File: src/rtl/vfreq_gen.sv
module vfreq_gen #(
  parameter int BYTE_W = 8
) (
  input  logic              clk,
  input  logic              rst_n,
  input  logic              run,
  input  logic              wr_hi,
  input  logic              wr_lo,
  input  logic [BYTE_W-1:0] wr_data,
  output logic              vclk_out,
  output logic              tick
);
  localparam int ACC_W = 2 * BYTE_W;
  localparam int MSB   = ACC_W - 1;

  logic [BYTE_W-1:0] hi_q;
  logic [ACC_W-1:0]  pend_q, word_q, acc_q, step;
  logic              pend_v, msb_d, carry, commit;
  logic [ACC_W-1:0]  sum;

  assign step   = word_q[MSB] ? (~word_q + 1'b1) : word_q;
  assign {carry, sum} = {1'b0, acc_q} + {1'b0, step};
  assign commit = pend_v && (!run || carry || step == '0);

  always_ff @(posedge clk or negedge rst_n) begin
    if (!rst_n) begin
      hi_q   <= '0;
      pend_q <= '0;
      pend_v <= 1'b0;
      word_q <= '0;
      acc_q  <= '0;
      msb_d  <= 1'b0;
    end else begin
      if (wr_hi) hi_q <= wr_data;
      if (wr_lo) begin
        pend_q <= {hi_q, wr_data};
        pend_v <= 1'b1;
      end else if (commit) begin
        pend_v <= 1'b0;
      end
      if (commit) word_q <= pend_q;
      acc_q <= run ? sum : '0;
      msb_d <= acc_q[MSB];
    end
  end

  assign vclk_out = acc_q[MSB];
  assign tick     = acc_q[MSB] & ~msb_d;

  a_r4_stop_clears: assert property (@(posedge clk) disable iff (!rst_n)
    !run |=> !vclk_out);
  a_r5_tick_single: assert property (@(posedge clk) disable iff (!rst_n)
    tick |=> !tick);
  a_r5_tick_high: assert property (@(posedge clk) disable iff (!rst_n)
    tick |-> vclk_out);
  a_r6_hi_only: assert property (@(posedge clk) disable iff (!rst_n)
    (wr_hi && !wr_lo && !pend_v) |=> $stable(word_q));
  a_r7_commit_queued: assert property (@(posedge clk) disable iff (!rst_n)
    !$stable(word_q) |-> $past(pend_v));
  a_r7_wait_wrap: assert property (@(posedge clk) disable iff (!rst_n)
    (run && !carry && step != '0 && !wr_lo) |=> $stable(word_q));
endmodule

File: config.mk
export PLATFORM = sky130hd
export DESIGN_NAME = vfreq_gen
export DESIGN_NICKNAME = d
export VERILOG_FILES = /design/src/rtl/vfreq_gen.sv
export SDC_FILE = /design/constraint.sdc
export NUM_CORES = 1
export LEC_CHECK = 0
export ABC_CLOCK_PERIOD_IN_PS = 3680
export BUFFER_PORTS_ARGS = -buffer_cell sky130_fd_sc_hd__buf_2
export CELL_PAD_IN_SITES_DETAIL_PLACEMENT = 1
export CELL_PAD_IN_SITES_GLOBAL_PLACEMENT = 1
export CORE_MARGIN = 3
export CORE_UTILIZATION = 45
export CTS_CLUSTER_DIAMETER = 40
export DETAILED_ROUTE_END_ITERATION = 16
export PLACE_DENSITY_LB_ADDON = 0.1
export SKIP_CTS_REPAIR_TIMING = 1
export SYNTH_ARGS = -nofsm -noshare
export SYNTH_HDL_FRONTEND = slang
export SYNTH_SLANG_ARGS = --single-unit
File: constraint.sdc
create_clock -name clk -period 3.68 [get_ports clk]
set_input_delay 1.104 -clock clk [delete_from_list [all_inputs] [get_ports clk]]
set_output_delay 1.104 -clock clk [all_outputs]
set_load 0.005 [all_outputs]
; After elaboration in Yosys (flattened, before gate mapping)
; Index checks and enable logic that the tools add are counted.
[classes]
bitwise_logic = 3
addsub = 2
muxes = 4
reduce_logical = 6
[op_table]
columns = cell, n
row1 = 16-bit two-way mux, 2
row2 = 16-bit by 16-bit adder with 17-bit output, 1
row3 = 16-bit by 1-bit adder with 16-bit output (second input constant), 1
row4 = 16-bit logical NOT, 1
row5 = 16-bit NOT, 1
row6 = 1-bit logical OR, 2
row7 = 1-bit two-way mux, 2
row8 = 2-bit nonzero test, 1
row9 = 1-bit AND, 1
row10 = 1-bit logical AND, 1
row11 = 1-bit logical NOT, 1
row12 = 1-bit NOT, 1
[totals]
register_bits = 58
output_inout_bits = 2

; Longest topological paths before layout
; Gate-level depths: netlist of run 1.
[logic_depth]
depth_word = 9
ltp_mapped = 15

; Worst setup path after synthesis of run 1
; No wires, ideal clock.
[synth_timing]
path_kind = register to register
start = register word_q[0]
end = register word_q[14]
path_slack_ns = 0.018
setup_ns = 0.128
n_path_buf = 1
period_less_slack_ns = 3.662
required_time_ns = 3.552
t_arrival_ns = 3.535
stages_incl_launch_ff = 15
path_cell_list = dfrtp_1 -> inv_1 -> ha_1 -> or3b_1 -> o41ai_2 -> xor2_1 -> inv_1 -> ha_1 -> and3_1 -> a211o_1 -> a21oi_1 -> o21ai_1 -> o21ai_2 -> buf_6 -> mux2_1
[synth_between]
elab_chain_len = 7
[synth_rtl]
columns = item, line_no
row1 = start: declaration, 17  ; logic [ACC_W-1:0] pend_q, word_q, acc_q, step;
row2 = start signal: assignment, 41  ; if (commit) word_q <= pend_q;
row3 = 16-bit NOT, 21  ; assign step = word_q[MSB] ? (~word_q + 1'b1) : word_q;
row4 = 16-bit by 1-bit adder with 16-bit output, 21
row5 = 16-bit two-way mux *, 21
row6 = 16-bit by 16-bit adder with 17-bit output, 22  ; assign {carry, sum} = {1'b0, acc_q} + {1'b0, step};
row7 = 1-bit logical OR, 23  ; assign commit = pend_v && (!run || carry || step == '0);
row8 = 1-bit logical OR *, 23
row9 = 1-bit logical AND *, 23
; Every way passes the cells marked *; elsewhere a longest branch is shown, timed or not.
; A chain may end at the register's enable or synchronous reset.

; Final worst setup path of run 1
[layout_timing]
start = register word_q[10]
end = register word_q[7]
; Same word-level chain as after synthesis.

==> results.toml, run 1 <==
[critical_path]
worst-path-buf-inv = 2
worst_r2r_endpoint = "word_q[7]"
cp-end-kind = "register"
path_delay_family = "compound AO/OA/AOI/OAI gates"
cp-start-kind = "register"
slowest_delay_ns = 0.64
r2r_cells = 12
worstPathRequired_ns = 3.90
worstPathArrival_ns = 3.81
r2r-start = "word_q[10]"
slowest_stage = "or4_4"
r2r_slack_ns = 0.09
path_cells = "or4_4 -> o41ai_4 -> xor2_1 -> inv_1 -> ha_1 -> and3_4 -> a211o_1 -> a21oi_2 -> o21ai_2 -> o21ai_4 -> clkbuf_16 -> mux2_4"
crit_type = "reg2reg"
worstPathMaxFanout = 8

[yosys]
synth-edff-count = 0
synth.distinct_cells = 53
synthFlopType = "dfrtp_1"
synthMuxAreaShare_pct = 15.12
synth-xor-area-share_pct = 5.360
synth_area_um2 = 3268
ys_warn_count = 0
avgSynthCellArea_um2 = 11.43
synth_compound_area_share_pct = 11.14
ys_seq_area_share_pct = 44.41
synth_top_family_by_area = "multiplexers"
syn_inst = 286
synth_nets = 317
yosys.area_share.simple_pct = 13.67
synthArstFlopShare_pct = 100.0
synthAdderAreaFrac_pct = 7.121
ys_ff_latch = 58

[sta]
slew_violations = 0
max_freq_mhz = 278.3
worst_pin_slew_ns = 0.9316
min_period_ns = 3.594
post-route-period-util_pct = 97.66
slew_headroom_pct = 37.89
finalSetupViolCount = 0
skew_ns = 0.01252
setup_ws_ns = 0.08624
hold_viol_final = 0

[power_and_ir_drop]
p_per_area_nw_per_um2 = 944.0
seqPwrFrac_pct = 25.4
pwr-share-clk_pct = 16.4
total_power_uw = 3743
p_comb_share_pct = 58.1
intPower_uw = 2236
swShare_pct = 40.27
irDropWorstVdd_mv = 0.3183
power_switching_uw = 1507
cellLeakagePower_uw = 0.001833

[grt]
grt_use_met2_pct = 32.50
grt_pass1_wl_um = 12330
grt_overflow = 0
grtUsageMet3_pct = 3.977
grt-busiest-layer = "met2"
antenna_found_initial = 0
grt_util_all_layers_pct = 19.18
grtUsageMet1_pct = 24.00
grt_pass1_vias = 2455
grt_max_degree = 41

[clocking]
clockBufferDepth = 2
cts.reportedPaths.clkPinSlew_ns = 0.07
clock_sinks = 58
cts_root_buffer = "clkbuf_8"
cts_buffers = 9
cts_tree = "done"
h-tree-depth = 3
clock_latency_ns = 0.34

[floorplan]
die-area_um2 = 8321
initial_core_util_pct = 47.32
die_h_um = 91.22
io-pin-count = 15
chipWidth_um = 91.22
core_area_um2 = 6907
rows = 30

[finish]
nFillCells = 748
drive_gt1_share_pct = 34.45
mostFrequentLayoutCells = "dfrtp_1, mux2_2, buf_4"
final_common_cell = "dfrtp_1"
finalInstanceArea_um2 = 3965
area_growth_pct = 21.32
diodes = 0
regArea_um2 = 1451
utilization_pct = 57.41
multi_input_area_um2 = 1858
nets = 355

[placement]
portBuffers = 14
gp_congestion = 0.8270
postPlaceCellArea_um2 = 3555
place_ws_ns = -0.04437
dp_hpwl_um = 5386

[worst_hold_path]
hold_class = "reg2reg"
hold_depth = 0
hold_end = "msb_d"
holdCritStartpoint = "acc_q[15]"

[status]
status = "finished clean"

[routing]
wl_per_cell_um = 18.37
drc_errors = 0
routed_wl_um = 7788
vias_per_cell = 5.439
firstDrtPassIters = 4
drtAntennaViolNets = 0
dr_total_vias = 2306
drtIter0Drc = 94

[run]
drv_cap = 0
## kinds of logic (layout without fill, tap and decap cells)
logic type / after synthesis / after routing
multiplexers: 41 / 41
flip-flops: 58 / 58
XOR/XNOR: 20 / 20
buffers and inverters: 25 / 67
adder cells (fa/ha/maj): 18 / 18
AO/OA/AOI/OAI: 50 / 50
AND/OR/NAND/NOR: 74 / 74
## how the worst max path moves through the flow
| stage | from | end | slack (ns) | depth (start not counted) |
|---|---|---|---|---|
| 2_1_floorplan | word_q[0] | word_q[14] | 0.02 | 14 |
| 3_3_place_gp | word_q[10] | word_q[0] | 0.05 | 13 |
| 3_5_place_dp | word_q[10] | word_q[1] | -0.04 | 13 |
| 4_1_cts | word_q[1] | word_q[1] | -0.1 | 14 |
| 5_1_grt | word_q[10] | word_q[9] | -0.05 | 12 |
| 6_report | word_q[10] | word_q[7] | 0.09 | 12 |
## power groups by stage
stage	clock, uW	sequential [uW]	combinational [uW]
5_1_grt	668	976	2410
4_1_cts	635	939	1930
3_5_place_dp	0	951	1910
3_3_place_gp	0	939	1850
2_1_floorplan	0	922	1420
6_report	616	951	2180
## stage by stage
step / cells / hold slack [ns] / TNS (ns)
floorplan: 286 / 0.4133 / 0
global placement: 403 / 0.4116 / 0
detailed placement: 403 / 0.4277 / -0.1110
CTS: 418 / 0.4436 / -0.7997
global route: 424 / 0.4623 / -0.6275
finish: 424 / 0.4398 / 0
## synth_stat cells, types with 3 or more instances
| library cell | count | area share, % |
|---|---|---|
| or3_1 | 4 | 0.77 |
| o21a_1 | 3 | 0.69 |
| nand2b_1 | 6 | 1.1 |
| nor2b_1 | 7 | 1.3 |
| xor2_1 | 7 | 1.9 |
| ha_1 | 17 | 6.5 |
| nor3_1 | 5 | 0.77 |
| nand2_1 | 7 | 0.80 |
| o21ai_0 | 5 | 0.77 |
| nand3_1 | 6 | 0.92 |
| nor2_1 | 8 | 0.92 |
| mux2_2 | 24 | 8.3 |
| nand4_1 | 3 | 0.57 |
| a21o_1 | 5 | 1.1 |
| o21ai_1 | 3 | 0.46 |
| and2_1 | 9 | 1.7 |
| clkbuf_1 | 8 | 0.92 |
| mux2_4 | 9 | 4.1 |
| or4_1 | 3 | 0.69 |
| o31ai_1 | 5 | 1.1 |
| xnor2_1 | 13 | 3.5 |
| mux2_1 | 7 | 2.4 |
| dfrtp_1 | 58 | 44 |
| inv_1 | 14 | 1.6 |
| and3_1 | 4 | 0.77 |
| a21oi_1 | 11 | 1.7 |
## flip-flops by register name, indices dropped and copies added, names as in the netlist
name,count
pend_q,16
word_q,16
pend_v,1
acc_q,16
hi_q,8
msb_d,1
## final cells by class
cell class | instances | share of cell area, %
well taps | 96 | 3.029
clock buffers | 11 | 3.818
repair buffers | 38 | 7.068
flip-flops and latches | 58 | 36.60
inverters | 14 | 1.325
clock inverters | 4 | 1.294
multi-input cells | 203 | 46.86
## routing by layer
| metal | wire (um) | vias up | share of wire (%) |
|---|---|---|---|
| met3 | 179 | 11 | 2.3 |
| met2 | 3974 | 23 | 51 |
| met4 | 132 | 0 | 1.7 |
| li1 | - | 1103 | - |
| met1 | 3502 | 1169 | 45 |
| met5 | 0 | - | 0 |
No activity file was read; power rests on OpenSTA's default activity.
==> run 2: changes to the inputs <==
--- a/config.mk
+++ b/config.mk
@@ -5,12 +5,13 @@
 export SDC_FILE = /design/constraint.sdc
 export NUM_CORES = 1
 export LEC_CHECK = 0
+export ABC_AREA = 1
 export ABC_CLOCK_PERIOD_IN_PS = 3680
 export BUFFER_PORTS_ARGS = -buffer_cell sky130_fd_sc_hd__buf_2
 export CELL_PAD_IN_SITES_DETAIL_PLACEMENT = 1
 export CELL_PAD_IN_SITES_GLOBAL_PLACEMENT = 1
 export CORE_MARGIN = 3
-export CORE_UTILIZATION = 45
+export CORE_UTILIZATION = 41
 export CTS_CLUSTER_DIAMETER = 40
 export DETAILED_ROUTE_END_ITERATION = 16
 export PLACE_DENSITY_LB_ADDON = 0.1
==> results.toml, run 2 <==
[sta]
slew_violations = 0
hold_viol_final = 0
post-route-period-util_pct = 83.86
min_period_ns = 3.086
slew_headroom_pct = 33.07
finalSetupViolCount = 0
rsz0062_at_grt = "no"
worst_pin_slew_ns = 1.004
hold_slack_ns = 0.4275
max_freq_mhz = 324.0
tns_ns = 0
skew_ns = 0.006376

[yosys]
yosysTopAreaCell = "dfrtp_1"
ys_warn_count = 0
synth_area_leaders = "dfrtp_1, nand2_1, nand3_1"
synthArstFlopShare_pct = 100.0
syn_inst = 450
avgSynthCellArea_um2 = 7.518
ys_ff_latch = 58
synth-edff-count = 0
synthMuxAreaShare_pct = 0
synth_most_common_cell = "nand2_1"
synth_compound_area_share_pct = 11.17
synth-xor-area-share_pct = 0.5178
synth.distinct_cells = 33
synth_nets = 481
synthAdderAreaFrac_pct = 6.879
yosysTopAreaCellShare_pct = 42.90
synthTopCellsByCount = "nand2_1, dfrtp_1, inv_1"
synth_top_family_by_area = "simple AND/OR/NAND/NOR gates"
synth_area_um2 = 3383
yosys.area_share.simple_pct = 30.33
ys_seq_area_share_pct = 42.90
synthFlopType = "dfrtp_1"

[power_and_ir_drop]
p_per_area_nw_per_um2 = 733.8
irDropWorstVdd_mv = 0.2510
swShare_pct = 44.99
pwr-share-clk_pct = 19.3
p_comb_share_pct = 47.2
intPower_uw = 1496
total_power_uw = 2720
power_switching_uw = 1224
seqPwrFrac_pct = 33.5
cellLeakagePower_uw = 0.002028

[floorplan]
die-area_um2 = 9378
chipWidth_um = 96.84
io-pin-count = 15
initial_core_util_pct = 42.89
core_area_um2 = 7888
die_h_um = 96.84
rows = 32

[grt]
grt_pass1_wl_um = 14950
grt_max_degree = 44
grt_util_all_layers_pct = 19.44
grt_pass1_vias = 3162
antenna_found_initial = 0
grt_overflow = 0

[finish]
drive_gt1_share_pct = 10.59
final_common_cell = "nand2_1"
nets = 498
utilization_pct = 47.00
top_regs = "acc_q: 16 flops, pend_q: 16 flops, word_q: 16 flops"
nFillCells = 1012
diodes = 0
mostFrequentLayoutCells = "nand2_1, dfrtp_1, inv_1"
area_growth_pct = 9.579

[critical_path]
crit_type = "reg2reg"
r2r-start = "word_q[0]"
worstPathRequired_ns = 3.94
cp-end-kind = "register"
path_cells = "inv_1 -> ha_1 -> inv_1 -> nor2_1 -> nand3_2 -> nand2_4 -> nand2_1 -> nand2_1 -> inv_1 -> ha_1 -> nand2_1 -> inv_1 -> a21boi_1 -> nand2_1 -> a21o_1 -> a21oi_2 -> nand2_4 -> nand2_4 -> nand2_1 -> nand2_1"
worstPathArrival_ns = 3.35
slowest_delay_ns = 0.40
r2r_cells = 20
r2r_slack_ns = 0.59
worstPathMaxFanout = 17
worst_r2r_endpoint = "word_q[5]"
crit_path_frequent_cell = "nand2_1"
slowest_stage = "dfrtp_1"
cp-start-kind = "register"

[clocking]
cts_root_buffer = "clkbuf_8"
clock_latency_ns = 0.33
cts.reportedPaths.clkPinSlew_ns = 0.07
h-tree-depth = 3
clock_sinks = 58
clockBufferDepth = 2
cts_tree = "done"
cts_buffers = 9

[routing]
routed_wl_um = 8357
drtAntennaViolNets = 0
firstDrtPassIters = 4
vias_per_cell = 5.179
drc_errors = 0
drtIter0Drc = 118
wl_per_cell_um = 14.56
dr_total_vias = 2973

[placement]
dp_hpwl_um = 6538
portBuffers = 14
gp_congestion = 0.8211

[worst_hold_path]
hold_class = "reg2reg"
hold_depth = 0
holdCritStartpoint = "acc_q[15]"
hold_end = "msb_d"

[status]
status = "finished clean"

[run]
drv_cap = 0
run 2: changes by cell type after synthesis, moves of 18 or more:
| cell | before | now |
|---|---|---|
| nand2_1 | 7 | 145 |
| nand3_1 | 6 | 46 |
| inv_1 | 14 | 52 |
| o21ai_0 | 5 | 32 |
| mux2_2 | 24 | 0 |
| nor2_1 | 8 | 26 |
run 2: final cells by class:
| class | count | area (um2) | area share, % |
|---|---|---|---|
| tap | 102 | 127.6 | 3.442 |
| clock inverter | 5 | 30.03 | 0.8100 |
| timing repair buffer | 18 | 100.1 | 2.700 |
| multi-input combinational | 326 | 1654 | 44.62 |
| inverter | 54 | 202.7 | 5.467 |
| clock buffer | 11 | 141.4 | 3.814 |
| sequential | 58 | 1451 | 39.15 |
run 2: routing by layer:
layer,track usage (%),wire (um),share of wire (%),vias to the layer above
li1,-,-,-,1488
met1,24.35,3847,46,1432
met2,33.97,4096,49,40
met3,2.884,232,2.8,13
met4,6.911,180,2.2,0
met5,0,0,0,-
run 2: logic make-up (layout without fill, tap and decap cells):
| group | Yosys count | after routing |
|---|---|---|
| compound gates | 69 | 69 |
| xor+xnor | 2 | 2 |
| fa+ha+maj | 18 | 18 |
| flops | 58 | 58 |
| buf+inv | 66 | 88 |
| simple gates | 237 | 237 |
run 2: power by group through the flow:
stage	combinational, uW	sequential (uW)	clock, uW
3_5_place_dp	1290	925	0
3_3_place_gp	1230	920	0
5_1_grt	1500	934	573
4_1_cts	1300	913	543
2_1_floorplan	1010	865	0
6_report	1280	910	525
run 2: metrics by stage:
stage	cells	setup slack [ns]	cell area, um2
floorplan	450	0.9986	3383
global placement	558	0.7388	3536
detailed placement	558	0.5818	3536
CTS	574	0.5531	3707
global route	574	0.2399	3707
finish	574	0.5940	3707
run 2: worst max path at each step:
stage	slack, ns	end	from
3_3_place_gp	0.74	word_q[15]	word_q[0]
2_1_floorplan	1.0	word_q[8]	word_q[0]
4_1_cts	0.55	word_q[5]	word_q[0]
5_1_grt	0.24	word_q[7]	word_q[0]
6_report	0.59	word_q[5]	word_q[0]
3_5_place_dp	0.58	word_q[5]	word_q[0]
run 2: worst max-delay path, delay by kind of cell (launching register included):
family	cells	cell delay [ns]
AOI/OAI and AO/OA	3	0.59
adders and majority gates	2	0.53
buffers and inverters	4	0.30
DFF	1	0.40
and+or+nand+nor	11	1.18
==> run 3: changes to the inputs <==
--- a/config.mk
+++ b/config.mk
@@ -6,7 +6,7 @@
 export NUM_CORES = 1
 export LEC_CHECK = 0
 export ABC_AREA = 1
-export ABC_CLOCK_PERIOD_IN_PS = 3680
+export ABC_CLOCK_PERIOD_IN_PS = 2600
 export BUFFER_PORTS_ARGS = -buffer_cell sky130_fd_sc_hd__buf_2
 export CELL_PAD_IN_SITES_DETAIL_PLACEMENT = 1
 export CELL_PAD_IN_SITES_GLOBAL_PLACEMENT = 1
==> constraint.sdc (replaced) <==
create_clock -name clk -period 2.6 [get_ports clk]
set_input_delay 0.78 -clock clk [delete_from_list [all_inputs] [get_ports clk]]
set_output_delay 0.78 -clock clk [all_outputs]
set_load 0.005 [all_outputs]
==> results.toml, run 3 (same netlist as run 2, synthesis figures left out) <==
[status]
status = "complete, but fails checks"
violations = "setup timing"

[sta]
hold_viol_final = 0
post-route-period-util_pct = 103.3
rsz0062_at_grt = "yes"
setup_ws_ns = -0.08531
slew_headroom_pct = 43.86
slew_violations = 0
tns_ns = -0.8812
max_freq_mhz = 372.4
finalSetupViolCount = 17
worst_pin_slew_ns = 0.8420
skew_ns = 0.009727
min_period_ns = 2.685

[grt]
grt_util_all_layers_pct = 20.24
antenna_found_initial = 0
grt_max_degree = 26
grt_overflow = 0
grt_pass1_vias = 3407
grt_pass1_wl_um = 15700

[floorplan]
io-pin-count = 15
chipWidth_um = 96.84
initial_core_util_pct = 42.89
die_h_um = 96.84
core_area_um2 = 7888
die-area_um2 = 9378
rows = 32

[critical_path]
cp-start-kind = "register"
worstPathArrival_ns = 2.90
cp-end-kind = "register"
worstPathRequired_ns = 2.82
r2r_slack_ns = -0.09
worstPathMaxFanout = 4
crit_type = "reg2reg"

[finish]
nFillCells = 997
area_growth_pct = 35.69
top_regs = "acc_q: 16 flops, pend_q: 16 flops, word_q: 16 flops"
drive_gt1_share_pct = 33.15
mostFrequentLayoutCells = "nand2_1, buf_4, dfrtp_1"
final_common_cell = "nand2_1"
utilization_pct = 58.20
diodes = 0
nets = 566

[placement]
place_ws_ns = -0.2768
portBuffers = 14
dp_hpwl_um = 7048
gp_congestion = 0.8540

[routing]
firstDrtPassIters = 4
drtIter0Drc = 84
vias_per_cell = 5.104
wl_per_cell_um = 15.24
drc_errors = 0
dr_total_vias = 3277
drtAntennaViolNets = 0
routed_wl_um = 9787

[clocking]
clock_latency_ns = 0.33
cts.reportedPaths.clkPinSlew_ns = 0.08
clockBufferDepth = 2
cts_tree = "done"
h-tree-depth = 3
clock_sinks = 58
cts_root_buffer = "clkbuf_8"
cts_buffers = 9

[power_and_ir_drop]
p_per_area_nw_per_um2 = 1102
total_power_uw = 5060
cellLeakagePower_uw = 0.002407
irDropWorstVdd_mv = 0.3940

[run]
drv_cap = 0

[worst_hold_path]
hold_class = "in2async"
run 3: cell count changes in the layout (fill, tap and decap cells not counted), sizes merged:
cell	previous run	this run
inv	54	55
clkbuf	11	10
buf	18	83
clkinv	3	2
clkinvlp	2	3
nand2	152	155
run 3: final cells by class:
| type | count | area [um2] | share of cell area, % |
|---|---|---|---|
| clock buffers | 10 | 137.6 | 2.998 |
| clock inverters | 6 | 41.29 | 0.8994 |
| inverters | 54 | 202.7 | 4.415 |
| multi-input cells | 329 | 2034 | 44.32 |
| flip-flops and latches | 58 | 1451 | 31.62 |
| well taps | 102 | 127.6 | 2.780 |
| repair buffers | 83 | 595.6 | 12.97 |
run 3: path summary, 6_finish.rpt:
path,from,end,depth (start not counted)
worst max-delay path,word_q[0],word_q[5],19
max in group asynchronous,rst_n,word_q[10],2
worst max register to register,word_q[0],word_q[5],19
min in group clk,acc_q[15],msb_d,0
worst min-delay path,rst_n,acc_q[1],1
worst min register to register,acc_q[15],msb_d,0
run 3: metrics by stage:
step	hold slack [ns]	std cells	area (um2)
after floorplan	0.4198	450	3401
after global placement	0.4387	619	4011
after detailed placement	0.4506	619	4011
after CTS	0.4130	635	4190
after global routing	0.4253	642	4591
final	0.4136	642	4591
run 3: worst max-delay path, stage by stage, from the launching register on:
cell,delay [ns]
dfrtp_1,0.40
inv_2,0.09
ha_4,0.14
inv_2,0.04
nor2_4,0.14
nand3_4,0.10
nand2_4,0.10
nand2_2,0.05
nand2_2,0.08
inv_2,0.05
ha_4,0.16
a21oi_4,0.16
a21boi_2,0.18
nand2_2,0.07
a21o_1,0.21
a21oi_4,0.20
buf_6,0.14
nand2_2,0.08
nand3_1,0.10
nand2_1,0.07
run 3: power breakdown:
part,internal (uW),switching (uW)
sequential,1110,173
clock,371,396
combinational,1380,1630
run 3: layer usage:
layer  track usage, %  part of all wire (%)  vias to the layer above
met5                0                     0                        -
met4            5.940                   1.8                        0
met3            3.749                   2.0                       20
met2            36.41                    54                       39
met1            24.51                    43                     1589
li1                 -                     -                     1629
